--- config.mk ---
export PLATFORM = sky130hd
export DESIGN_NAME = sar_seq_top
export DESIGN_NICKNAME = d
export VERILOG_FILES = /design/src/rtl/sar_seq_pkg.sv /design/src/rtl/sar_start_ctl.sv /design/src/rtl/sar_seq_timing.sv /design/src/rtl/sar_search_reg.sv /design/src/rtl/sar_seq_top.sv
export SDC_FILE = /design/constraint.sdc
export NUM_CORES = 1
export LEC_CHECK = 0
export BUFFER_PORTS_ARGS = -buffer_cell sky130_fd_sc_hd__buf_2
export CAP_MARGIN = 25
export CELL_PAD_IN_SITES_DETAIL_PLACEMENT = 1
export CELL_PAD_IN_SITES_GLOBAL_PLACEMENT = 2
export CORE_MARGIN = 10
export CORE_UTILIZATION = 34
export CTS_CLUSTER_DIAMETER = 120
export CTS_CLUSTER_SIZE = 14
export DETAILED_ROUTE_END_ITERATION = 12
export PLACE_DENSITY = 0.93
export SYNTH_ARGS = -nofsm -noshare
export SYNTH_HDL_FRONTEND = slang
export SYNTH_SLANG_ARGS = --single-unit
--- constraint.sdc ---
create_clock -name clk -period 4.07 [get_ports clk]
set_input_delay 0.814 -clock clk [delete_from_list [all_inputs] [get_ports clk]]
set_output_delay 0.814 -clock clk [all_outputs]
set_load 0.05 [all_outputs]
--- src/rtl/sar_seq_pkg.sv ---
package sar_seq_pkg;

    localparam int CH_W = 2;

    typedef enum logic [1:0] {
        PH_IDLE,
        PH_SAMPLE,
        PH_TRIAL,
        PH_PAD
    } phase_e;

    typedef struct packed {
        logic            res10;
        logic            sh;
        logic            rpt;
        logic [CH_W-1:0] chan;
    } conv_cfg_t;

    function automatic int max_of4(input int a, input int b, input int c, input int d);
        int m;
        m = a;
        if (b > m) m = b;
        if (c > m) m = c;
        if (d > m) m = d;
        return m;
    endfunction

endpackage

--- src/rtl/sar_start_ctl.sv ---
module sar_start_ctl (
    input  logic clk,
    input  logic rst,
    input  logic start_set,
    input  logic start_clr,
    input  logic trig_sel,
    input  logic timer_pulse,
    input  logic busy,
    input  logic finish,
    input  logic cur_rpt,
    output logic go,
    output logic launch
);
    logic go_q;

    always_ff @(posedge clk) begin
        if (rst) begin
            go_q <= 1'b0;
        end else if (start_clr) begin
            go_q <= 1'b0;
        end else if (start_set) begin
            go_q <= 1'b1;
        end else if (finish && !cur_rpt) begin
            go_q <= 1'b0;
        end
    end

    assign go     = go_q;
    assign launch = !busy && go_q && (trig_sel ? timer_pulse : 1'b1);

endmodule

--- src/rtl/sar_seq_timing.sv ---
module sar_seq_timing
    import sar_seq_pkg::*;
#(
    parameter int CYC_8_DIR  = 49,
    parameter int CYC_10_DIR = 59,
    parameter int CYC_8_SH   = 28,
    parameter int CYC_10_SH  = 33,
    parameter int SMP_DIR    = 8,
    parameter int SMP_SH     = 4,
    parameter int RES_LO     = 8,
    parameter int RES_HI     = 10,
    parameter int IDX_W      = 4
) (
    input  logic            clk,
    input  logic            rst,
    input  logic            launch,
    input  conv_cfg_t       cfg_in,
    input  logic            go,
    input  logic            start_clr,
    output logic            busy,
    output phase_e          phase,
    output logic [IDX_W-1:0] trial_idx,
    output logic            finish,
    output logic            cur_res10,
    output logic            cur_rpt,
    output logic [CH_W-1:0] cur_chan
);
    localparam int CYC_MAX = max_of4(CYC_8_DIR, CYC_10_DIR, CYC_8_SH, CYC_10_SH);
    localparam int CNT_W   = $clog2(CYC_MAX + 1);

    localparam logic [CNT_W-1:0] B8D  = CNT_W'(CYC_8_DIR);
    localparam logic [CNT_W-1:0] B10D = CNT_W'(CYC_10_DIR);
    localparam logic [CNT_W-1:0] B8S  = CNT_W'(CYC_8_SH);
    localparam logic [CNT_W-1:0] B10S = CNT_W'(CYC_10_SH);
    localparam logic [CNT_W-1:0] SD   = CNT_W'(SMP_DIR);
    localparam logic [CNT_W-1:0] SS   = CNT_W'(SMP_SH);
    localparam logic [CNT_W-1:0] NLO  = CNT_W'(RES_LO);
    localparam logic [CNT_W-1:0] NHI  = CNT_W'(RES_HI);

    logic             busy_q;
    logic [CNT_W-1:0] cnt_q;
    conv_cfg_t        cur_q;
    logic [CNT_W-1:0] budget;
    logic [CNT_W-1:0] smp_len;
    logic [CNT_W-1:0] nbits;
    logic             keep_going;

    always_comb begin
        case ({cur_q.res10, cur_q.sh})
            2'b00:   budget = B8D;
            2'b10:   budget = B10D;
            2'b01:   budget = B8S;
            default: budget = B10S;
        endcase
        smp_len = cur_q.sh    ? SS  : SD;
        nbits   = cur_q.res10 ? NHI : NLO;
    end

    assign finish     = busy_q && (cnt_q == budget - 1'b1);
    assign keep_going = cur_q.rpt && go && !start_clr;

    always_ff @(posedge clk) begin
        if (rst) begin
            busy_q <= 1'b0;
            cnt_q  <= '0;
            cur_q  <= '0;
        end else if (!busy_q) begin
            if (launch) begin
                busy_q <= 1'b1;
                cnt_q  <= '0;
                cur_q  <= cfg_in;
            end
        end else if (finish) begin
            cnt_q  <= '0;
            busy_q <= keep_going;
        end else begin
            cnt_q <= cnt_q + 1'b1;
        end
    end

    always_comb begin
        if (!busy_q)                   phase = PH_IDLE;
        else if (cnt_q < smp_len)      phase = PH_SAMPLE;
        else if (cnt_q < smp_len + nbits) phase = PH_TRIAL;
        else                           phase = PH_PAD;
    end

    assign trial_idx = IDX_W'(cnt_q - smp_len);
    assign busy      = busy_q;
    assign cur_res10 = cur_q.res10;
    assign cur_rpt   = cur_q.rpt;
    assign cur_chan  = cur_q.chan;

    // a repeat conversion never runs at the high resolution
    p_repeat_low_res_r5: assert property (@(posedge clk) disable iff (rst)
        busy_q && cur_q.rpt |-> !cur_q.res10);

    // channel held for the whole conversion
    p_chan_stable_r9: assert property (@(posedge clk) disable iff (rst)
        busy_q && $past(busy_q) |-> $stable(cur_q.chan));

endmodule

--- src/rtl/sar_search_reg.sv ---
module sar_search_reg
    import sar_seq_pkg::*;
#(
    parameter int RES_LO = 8,
    parameter int RES_HI = 10,
    parameter int IDX_W  = 4
) (
    input  logic              clk,
    input  logic              rst,
    input  phase_e            phase,
    input  logic              res10,
    input  logic [IDX_W-1:0]  trial_idx,
    input  logic              cmp_in,
    output logic [RES_HI-1:0] dac_code,
    output logic [RES_HI-1:0] acc
);
    localparam logic [IDX_W-1:0] TOP_LO = IDX_W'(RES_LO - 1);
    localparam logic [IDX_W-1:0] TOP_HI = IDX_W'(RES_HI - 1);

    logic [RES_HI-1:0] acc_q;
    logic [IDX_W-1:0]  pos;
    logic [RES_HI-1:0] probe;

    always_comb begin
        pos   = (res10 ? TOP_HI : TOP_LO) - trial_idx;
        probe = RES_HI'(1) << pos;
    end

    always_ff @(posedge clk) begin
        if (rst) begin
            acc_q <= '0;
        end else if (phase == PH_SAMPLE) begin
            acc_q <= '0;
        end else if (phase == PH_TRIAL && cmp_in) begin
            acc_q <= acc_q | probe;
        end
    end

    assign dac_code = (phase == PH_TRIAL) ? (acc_q | probe) : '0;
    assign acc      = acc_q;

    // bits above the low resolution stay clear at 8 bits
    p_dac_low_width_r3: assert property (@(posedge clk) disable iff (rst)
        (phase != PH_IDLE) && !res10 |-> dac_code[RES_HI-1:RES_LO] == '0);

    // no DAC drive while idle
    p_dac_idle_zero_r10: assert property (@(posedge clk) disable iff (rst)
        phase == PH_IDLE |-> dac_code == '0);

endmodule

--- src/rtl/sar_seq_top.sv ---
module sar_seq_top
    import sar_seq_pkg::*;
#(
    parameter int CYC_8_DIR  = 49,
    parameter int CYC_10_DIR = 59,
    parameter int CYC_8_SH   = 28,
    parameter int CYC_10_SH  = 33,
    parameter int SMP_DIR    = 8,
    parameter int SMP_SH     = 4,
    parameter int RES_LO     = 8,
    parameter int RES_HI     = 10
) (
    input  logic              clk,
    input  logic              rst,
    input  logic              start_set,
    input  logic              start_clr,
    input  logic              trig_sel,
    input  logic              cfg_repeat,
    input  logic              cfg_res10,
    input  logic              cfg_sh,
    input  logic [CH_W-1:0]   cfg_chan,
    input  logic              timer_pulse,
    input  logic              cmp_in,
    output logic [RES_HI-1:0] dac_code,
    output logic [CH_W-1:0]   chan_sel,
    output logic              ref_en,
    output logic              busy,
    output logic              start_bit,
    output logic [RES_HI-1:0] result,
    output logic              done
);
    localparam int IDX_W = $clog2(RES_HI);

    logic              go;
    logic              launch;
    logic              busy_w;
    logic              finish;
    logic              cur_res10;
    logic              cur_rpt;
    logic [CH_W-1:0]   cur_chan;
    phase_e            phase;
    logic [IDX_W-1:0]  trial_idx;
    logic [RES_HI-1:0] acc;
    conv_cfg_t         cfg_in;
    logic [RES_HI-1:0] result_q;
    logic              done_q;

    always_comb begin
        cfg_in.res10 = cfg_res10 && !cfg_repeat;
        cfg_in.sh    = cfg_sh;
        cfg_in.rpt   = cfg_repeat;
        cfg_in.chan  = cfg_chan;
    end

    sar_start_ctl u_start (
        .clk         (clk),
        .rst         (rst),
        .start_set   (start_set),
        .start_clr   (start_clr),
        .trig_sel    (trig_sel),
        .timer_pulse (timer_pulse),
        .busy        (busy_w),
        .finish      (finish),
        .cur_rpt     (cur_rpt),
        .go          (go),
        .launch      (launch)
    );

    sar_seq_timing #(
        .CYC_8_DIR  (CYC_8_DIR),
        .CYC_10_DIR (CYC_10_DIR),
        .CYC_8_SH   (CYC_8_SH),
        .CYC_10_SH  (CYC_10_SH),
        .SMP_DIR    (SMP_DIR),
        .SMP_SH     (SMP_SH),
        .RES_LO     (RES_LO),
        .RES_HI     (RES_HI),
        .IDX_W      (IDX_W)
    ) u_timing (
        .clk       (clk),
        .rst       (rst),
        .launch    (launch),
        .cfg_in    (cfg_in),
        .go        (go),
        .start_clr (start_clr),
        .busy      (busy_w),
        .phase     (phase),
        .trial_idx (trial_idx),
        .finish    (finish),
        .cur_res10 (cur_res10),
        .cur_rpt   (cur_rpt),
        .cur_chan  (cur_chan)
    );

    sar_search_reg #(
        .RES_LO (RES_LO),
        .RES_HI (RES_HI),
        .IDX_W  (IDX_W)
    ) u_search (
        .clk       (clk),
        .rst       (rst),
        .phase     (phase),
        .res10     (cur_res10),
        .trial_idx (trial_idx),
        .cmp_in    (cmp_in),
        .dac_code  (dac_code),
        .acc       (acc)
    );

    always_ff @(posedge clk) begin
        if (rst) begin
            result_q <= '0;
            done_q   <= 1'b0;
        end else begin
            done_q <= finish;
            if (finish) begin
                result_q <= acc;
            end
        end
    end

    assign chan_sel  = cur_chan;
    assign ref_en    = busy_w;
    assign busy      = busy_w;
    assign start_bit = go;
    assign result    = result_q;
    assign done      = done_q;

    // completion flag lasts one cycle
    p_done_single_r11: assert property (@(posedge clk) disable iff (rst)
        done_q |=> !done_q);

    // result only moves together with done
    p_result_hold_r11: assert property (@(posedge clk) disable iff (rst)
        !done_q |-> $stable(result_q));

    // every completion follows an active reference period
    p_ref_before_done_r10: assert property (@(posedge clk) disable iff (rst)
        done_q |-> $past(ref_en));

    // a timer-mode launch needs the pulse and the armed start bit
    p_timer_gate_r8: assert property (@(posedge clk) disable iff (rst)
        $rose(busy_w) && $past(trig_sel) |-> $past(timer_pulse) && $past(go));

    // one-shot completion disarms the start bit
    p_oneshot_disarm_r7: assert property (@(posedge clk) disable iff (rst)
        finish && !cur_rpt && !start_set |=> !go);

endmodule

## Word-level counts from Yosys, hierarchy flattened

Cells that the tools add are included.

- Input port bits: 12
- Logic and storage cells: 60
- Output and inout port bits: 26
- Register bits after elaboration: 34

- Reduce and logical (&&, ||, !) cells: 18
- Shift-type cells: 1
- Muxes and demuxes: 17
- Add/sub/neg operators: 5
- Equal/unequal tests: 5
- Magnitude comparators: 2
- Bitwise operators: 2

Operator list:

| cell | number |
|---|---|
| 6-bit 2-to-1 mux | 3 |
| 6-bit one-hot mux with 3 select lines | 1 |
| 10-bit 2-to-1 mux | 1 |
| 10-bit bitwise OR | 1 |
| 1-bit by 4-bit left shift with 10-bit output, first input constant | 1 |
| 1-bit logical AND | 8 |
| 4-bit 2-to-1 mux | 2 |
| 4-bit subtractor | 2 |
| 1-bit 2-to-1 mux | 7 |
| 6-bit by 1-bit adder with 6-bit output, second input constant | 1 |
| 6-bit adder | 1 |
| 6-bit == test | 1 |
| 6-bit by 4-bit < comparator with 1-bit output | 1 |
| 6-bit < comparator | 1 |
| 2-bit 2-to-1 mux | 3 |
| 6-bit by 1-bit subtractor with 6-bit output, second input constant | 1 |
| 2-bit by 1-bit == test with 1-bit output, second input constant | 2 |
| 2-bit == test, second input constant | 2 |
| 1-bit zero test | 4 |
| 2-bit nonzero test | 2 |
| 2-bit OR reduction | 2 |
| 2-bit zero test | 1 |
| 2-bit AND reduction | 1 |
| 1-bit NOT | 1 |

## Logic depth before layout (Yosys ltp)

- Depth after elaboration: 8
- Mapped depth: 9
- Gate-level depth less buffers: 9

## Hierarchy

A second synthesis with hierarchy kept.

- Cell total of the unflattened synthesis: 188
- Area, all modules: 1825.5 um^2

Modules (own cells, without submodules):

| module | seq. area each (um^2) | area each (um^2) | cells an instance | times used |
|---|---|---|---|---|
| sar_seq_timing | 240.2 | 780.7 | 87 | 1 |
| sar_search_reg | 200.2 | 593.1 | 59 | 1 |
| sar_seq_top | 220.2 | 394.1 | 36 | 1 |
| sar_start_ctl | 20.0 | 57.6 | 6 | 1 |

## Worst setup path after synthesis

Ideal clock, no wire load.

- Path type: flip-flop to output port
- From: register u_timing.cur_q[3] in the netlist's numbering
- To: output dac_code[8]
- Slack: 0.576 ns
- Buffers on the path: 0
- Data arrival time: 2.680 ns
- Data required time: 3.256 ns
- Stages on the path, launching flop included: 10
- Path through: dfxtp_1 inv_1 fa_1 inv_1 ha_1 xor2_1 xnor2_1 and3_1 a21oi_1 nor2_1

- Cells in the longest elaborated chain, start to end: 8
- Elaborated cells between the ends (all ways): 13
- Classes of those cells: add/sub: 3; order compare: 2; eq/ne: 1; shift: 1; mux: 5; bitwise: 1

Ends and longest elaborated chain:

| item | RTL line | RTL |
|---|---|---|
| start: declaration | sar_seq_timing.sv:42 | `conv_cfg_t cur_q;` |
| start signal: assignment | sar_seq_timing.sv:71 | `cur_q <= cfg_in;` |
| 4-bit 2-to-1 mux * | sar_seq_timing.sv:55 | `smp_len = cur_q.sh ? SS : SD;` |
| 6-bit adder | sar_seq_timing.sv:84 | `else if (cnt_q < smp_len + nbits) phase = PH_TRIAL;` |
| 6-bit < comparator | sar_seq_timing.sv:84 |  |
| 1-bit 2-to-1 mux | sar_seq_timing.sv:84 |  |
| 2-bit 2-to-1 mux | sar_seq_timing.sv:83 | `else if (cnt_q < smp_len) phase = PH_SAMPLE;` |
| 2-bit 2-to-1 mux | sar_seq_timing.sv:82 | `if (!busy_q) phase = PH_IDLE;` |
| 2-bit == test | sar_search_reg.sv:39 | `assign dac_code = (phase == PH_TRIAL) ? (acc_q \| probe) : '0;` |
| 10-bit 2-to-1 mux * | sar_search_reg.sv:39 |  |
| end: declaration | sar_seq_top.sv:24 | `output logic [RES_HI-1:0] dac_code,` |

Every way passes the cells marked *; elsewhere a longest branch is shown, timed or not.

## Worst setup path after layout

- From: register u_timing.cur_q[3] in the netlist's numbering
- To: output dac_code[6]

The elaborated chain is that of the path after synthesis.

==> out/metrics.csv <==
stage,metric,value,unit
drt,final WL,4740,µm
timing,crit share post-route,92.7,%
synthesis,ys flop type,dfxtp_1,
synthesis,Seq cells post-synth,34,
drt,drt pass-1 iters,4,
floorplan,Starting Density,34.7,%
drt,routed vias,1561,
clock_network,Hold Buf Count CTS,0,
timing,final setup skew,0.00526,ns
worst_setup_path,crit path DAT,2.96,ns
clock_network,clock latency on the worst-skew pair,0.28,ns
drt,Initial DRC Count,102,
layout,Area Overhead vs Synth,17.2,%
clock_network,CTS tree,built,
clock_network,post-CTS resize count,0,
clock_network,"CTS clk-pin slew, worst paths",0.07,ns
timing,FMAX,265,MHz
clock_network,H-tree depth,2,
timing,Final WS setup,0.299,ns
clock_network,post-CTS setup buffer count,0,
min_path,number of cells on the worst hold path,2,
synthesis,fraction of registers with async set/reset,0,%
worst_setup_path,CP endpoint kind,output pin,
power,P_leak,0.942,nW
layout,layout cells sized above 1,20.8,%
synthesis,Mapped Area,1760,µm²
timing,Fin. Hold Viols,0,
synthesis,Compound-Gate Fraction of Synth Area,11.8,%
grt,largest net degree at the start of global routing,26,
synthesis,XOR/XNOR Fraction of Synth Area,3.48,%
drt,Residual DRC,0,
grt,number of global-route vias before repair,1647,
drt,wire per inst,15.3,µm
synthesis,Syn Area/Cell,8.55,µm²
placed_design,Port Buffer Count,37,
worst_setup_path,worst r2r path cells,9,
worst_setup_path,worst-path fanout max,8,
timing,post-route minimum period,3.77,ns
timing,final setup vio count,0,
worst_setup_path,WS Path Type,reg -> out,
synthesis,post-synthesis cell type count,35,
floorplan,DIE AREA,8460,µm²
layout,Final #Nets,264,
timing,setup TNS,0,ns
synthesis,largest family of logic cells by synthesized area,simple AND/OR/NAND/NOR gates,
floorplan,die height,92.0,µm
floorplan,I/O Pins,38,
grt,gr usage total,11.5,%
floorplan,row cnt,26,
grt,global-route wire length before repair,8020,µm
placed_design,hpwl dp,3620,µm
clock_network,TritonCTS sink count,34,
synthesis,Syn Inst Count,206,
synthesis,simple-gate share of the synthesized area,21.9,%
drt,Final ANT Viol Nets,0,
drt,vias per cell,5.04,
status,status,finished clean,
run,max cap viols,0,
synthesis,syn nets,231,
min_path,Hold Crit Class,reg -> reg,
synthesis,post-synthesis mux area share,8.52,%
power,pwr dens,318,nW/µm²
synthesis,"Seq/Total Area, Yosys",38.6,%
power,Max IR drop VDD,0.000130,V
timing,WHS,0.498,ns
floorplan,core area,5070,µm²
layout,ANT cells,0,
synthesis,Ys Warns,0,
worst_setup_path,Critical Path Start Type,register,
floorplan,Die X,92.0,µm
timing,Slew HR,58.8,%
worst_setup_path,WP data required,3.26,ns
timing,RSZ-0062 raised after global routing,no,
clock_network,number of buffers created by CTS,5,
placed_design,pre-CTS WS,0.608,ns
timing,Worst Max-Slew Pin Slew,0.614,ns
grt,global route overflow,0,
synthesis,Synth Area in Adders,9.66,%
placed_design,RePlAce Congestion,0.818,
synthesis,Post-synth EDFFs,0,
clock_network,clk root buf,clkbuf_8,
clock_network,clk buf depth,2,
grt,initial antenna violation count,0,
timing,Slew Limit Fails,0,
layout by cell type (no fill, tap or decap), types with 2 or more instances in the layout:
master     n
nor2_1    42
buf_2     37
dfxtp_1   34
a21oi_1   18
mux2i_1   15
ha_1      12
inv_1     11
nor3_1     9
nand2_1    8
clkbuf_8   6
o21ai_0    5
xnor2_1    5
a41oi_1    5
nand3b_1   4
nand3_1    4
and3_1     3
nand2b_1   2
or3_1      2
xor2_1     2
cells by family after synthesis:
logic type               Yosys count
flip-flops                        34
XOR/XNOR                           7
AND/OR/NAND/NOR                   81
AO/OA/AOI/OAI                     34
multiplexers                      15
buffers and inverters             22
adder cells (fa/ha/maj)           13
power breakdown:
part	total, mW	switching (mW)	leakage (nW)	internal, mW
combinational	0.0527	0.0353	0.621	0.0174
clock	0.262	0.126	0.0472	0.136
sequential	0.342	0.00658	0.274	0.336
area by class of cell:
class	instances	area (µm²)
fill	648	3010
inverter	11	41.3
clock inverter	2	12.5
tap	70	87.6
timing repair buffer	37	185
clock buffer	6	82.6
multi-input combinational	150	975
sequential	34	681
registers in the layout, summed over array words and instances (netlist names):
register and flops:
u_timing.cnt_q 6, result 10, done 1, u_search.acc 10, u_timing.busy 1, u_timing.cur_res10 1
u_timing.cur_chan 2, u_timing.cur_rpt 1, u_timing.cur_q 1, u_start.go 1
through the flow:
stage	power [mW]	cells	utilization [%]	area, µm²
after detailed placement	0.403	302	38.8	1970
after floorplan	0.387	206	-	1760
after CTS	0.668	310	40.7	2060
after global routing	0.688	310	40.7	2060
final	0.657	310	40.7	2060
after global placement	0.401	302	38.8	1970
final timing paths:
check                    startpoint              end  slack [ns]
hold reg to reg           result[0]        result[0]        0.50
setup / recovery  u_timing.cur_q[3]      dac_code[6]        0.30
setup reg to reg  u_timing.cur_q[3]  u_search.acc[6]        1.58
hold / removal            result[0]        result[0]        0.50
worst max-delay path: stages, from the launching register on:
cell	delay [ns]
dfxtp_1	0.47
inv_1	0.15
fa_1	0.52
inv_1	0.05
ha_1	0.20
xor2_1	0.15
xnor2_1	0.18
nor3_1	0.42
a21oi_1	0.15
nor2_1	0.12
buf_2	0.28
layer usage:
metal | track usage, % | vias up | share of wire, %
li1 | - | 772 | -
met2 | 18.7 | 34 | 48
met4 | 5.78 | 0 | 1.7
met3 | 2.77 | 7 | 4.0
met1 | 13.7 | 748 | 46
met5 | 0 | - | 0
cells in the mapped netlist (2+ instances only):
cell type  number  area, µm²
nor2_1         42        158
dfxtp_1        34        681
a21oi_1        18       90.1
mux2i_1        15        150
ha_1           12        150
inv_1          11       41.3
nor3_1          9       45.0
nand2_1         8       30.0
a41oi_1         5       43.8
clkbuf_1        5       18.8
o21ai_0         5       25.0
xnor2_1         5       43.8
buf_4           4       30.0
nand3_1         4       20.0
nand3b_1        4       30.0
and3_1          3       18.8
nand2b_1        2       12.5
or3_1           2       12.5
xor2_1          2       17.5
No activity file was read; power rests on OpenSTA's default activity.
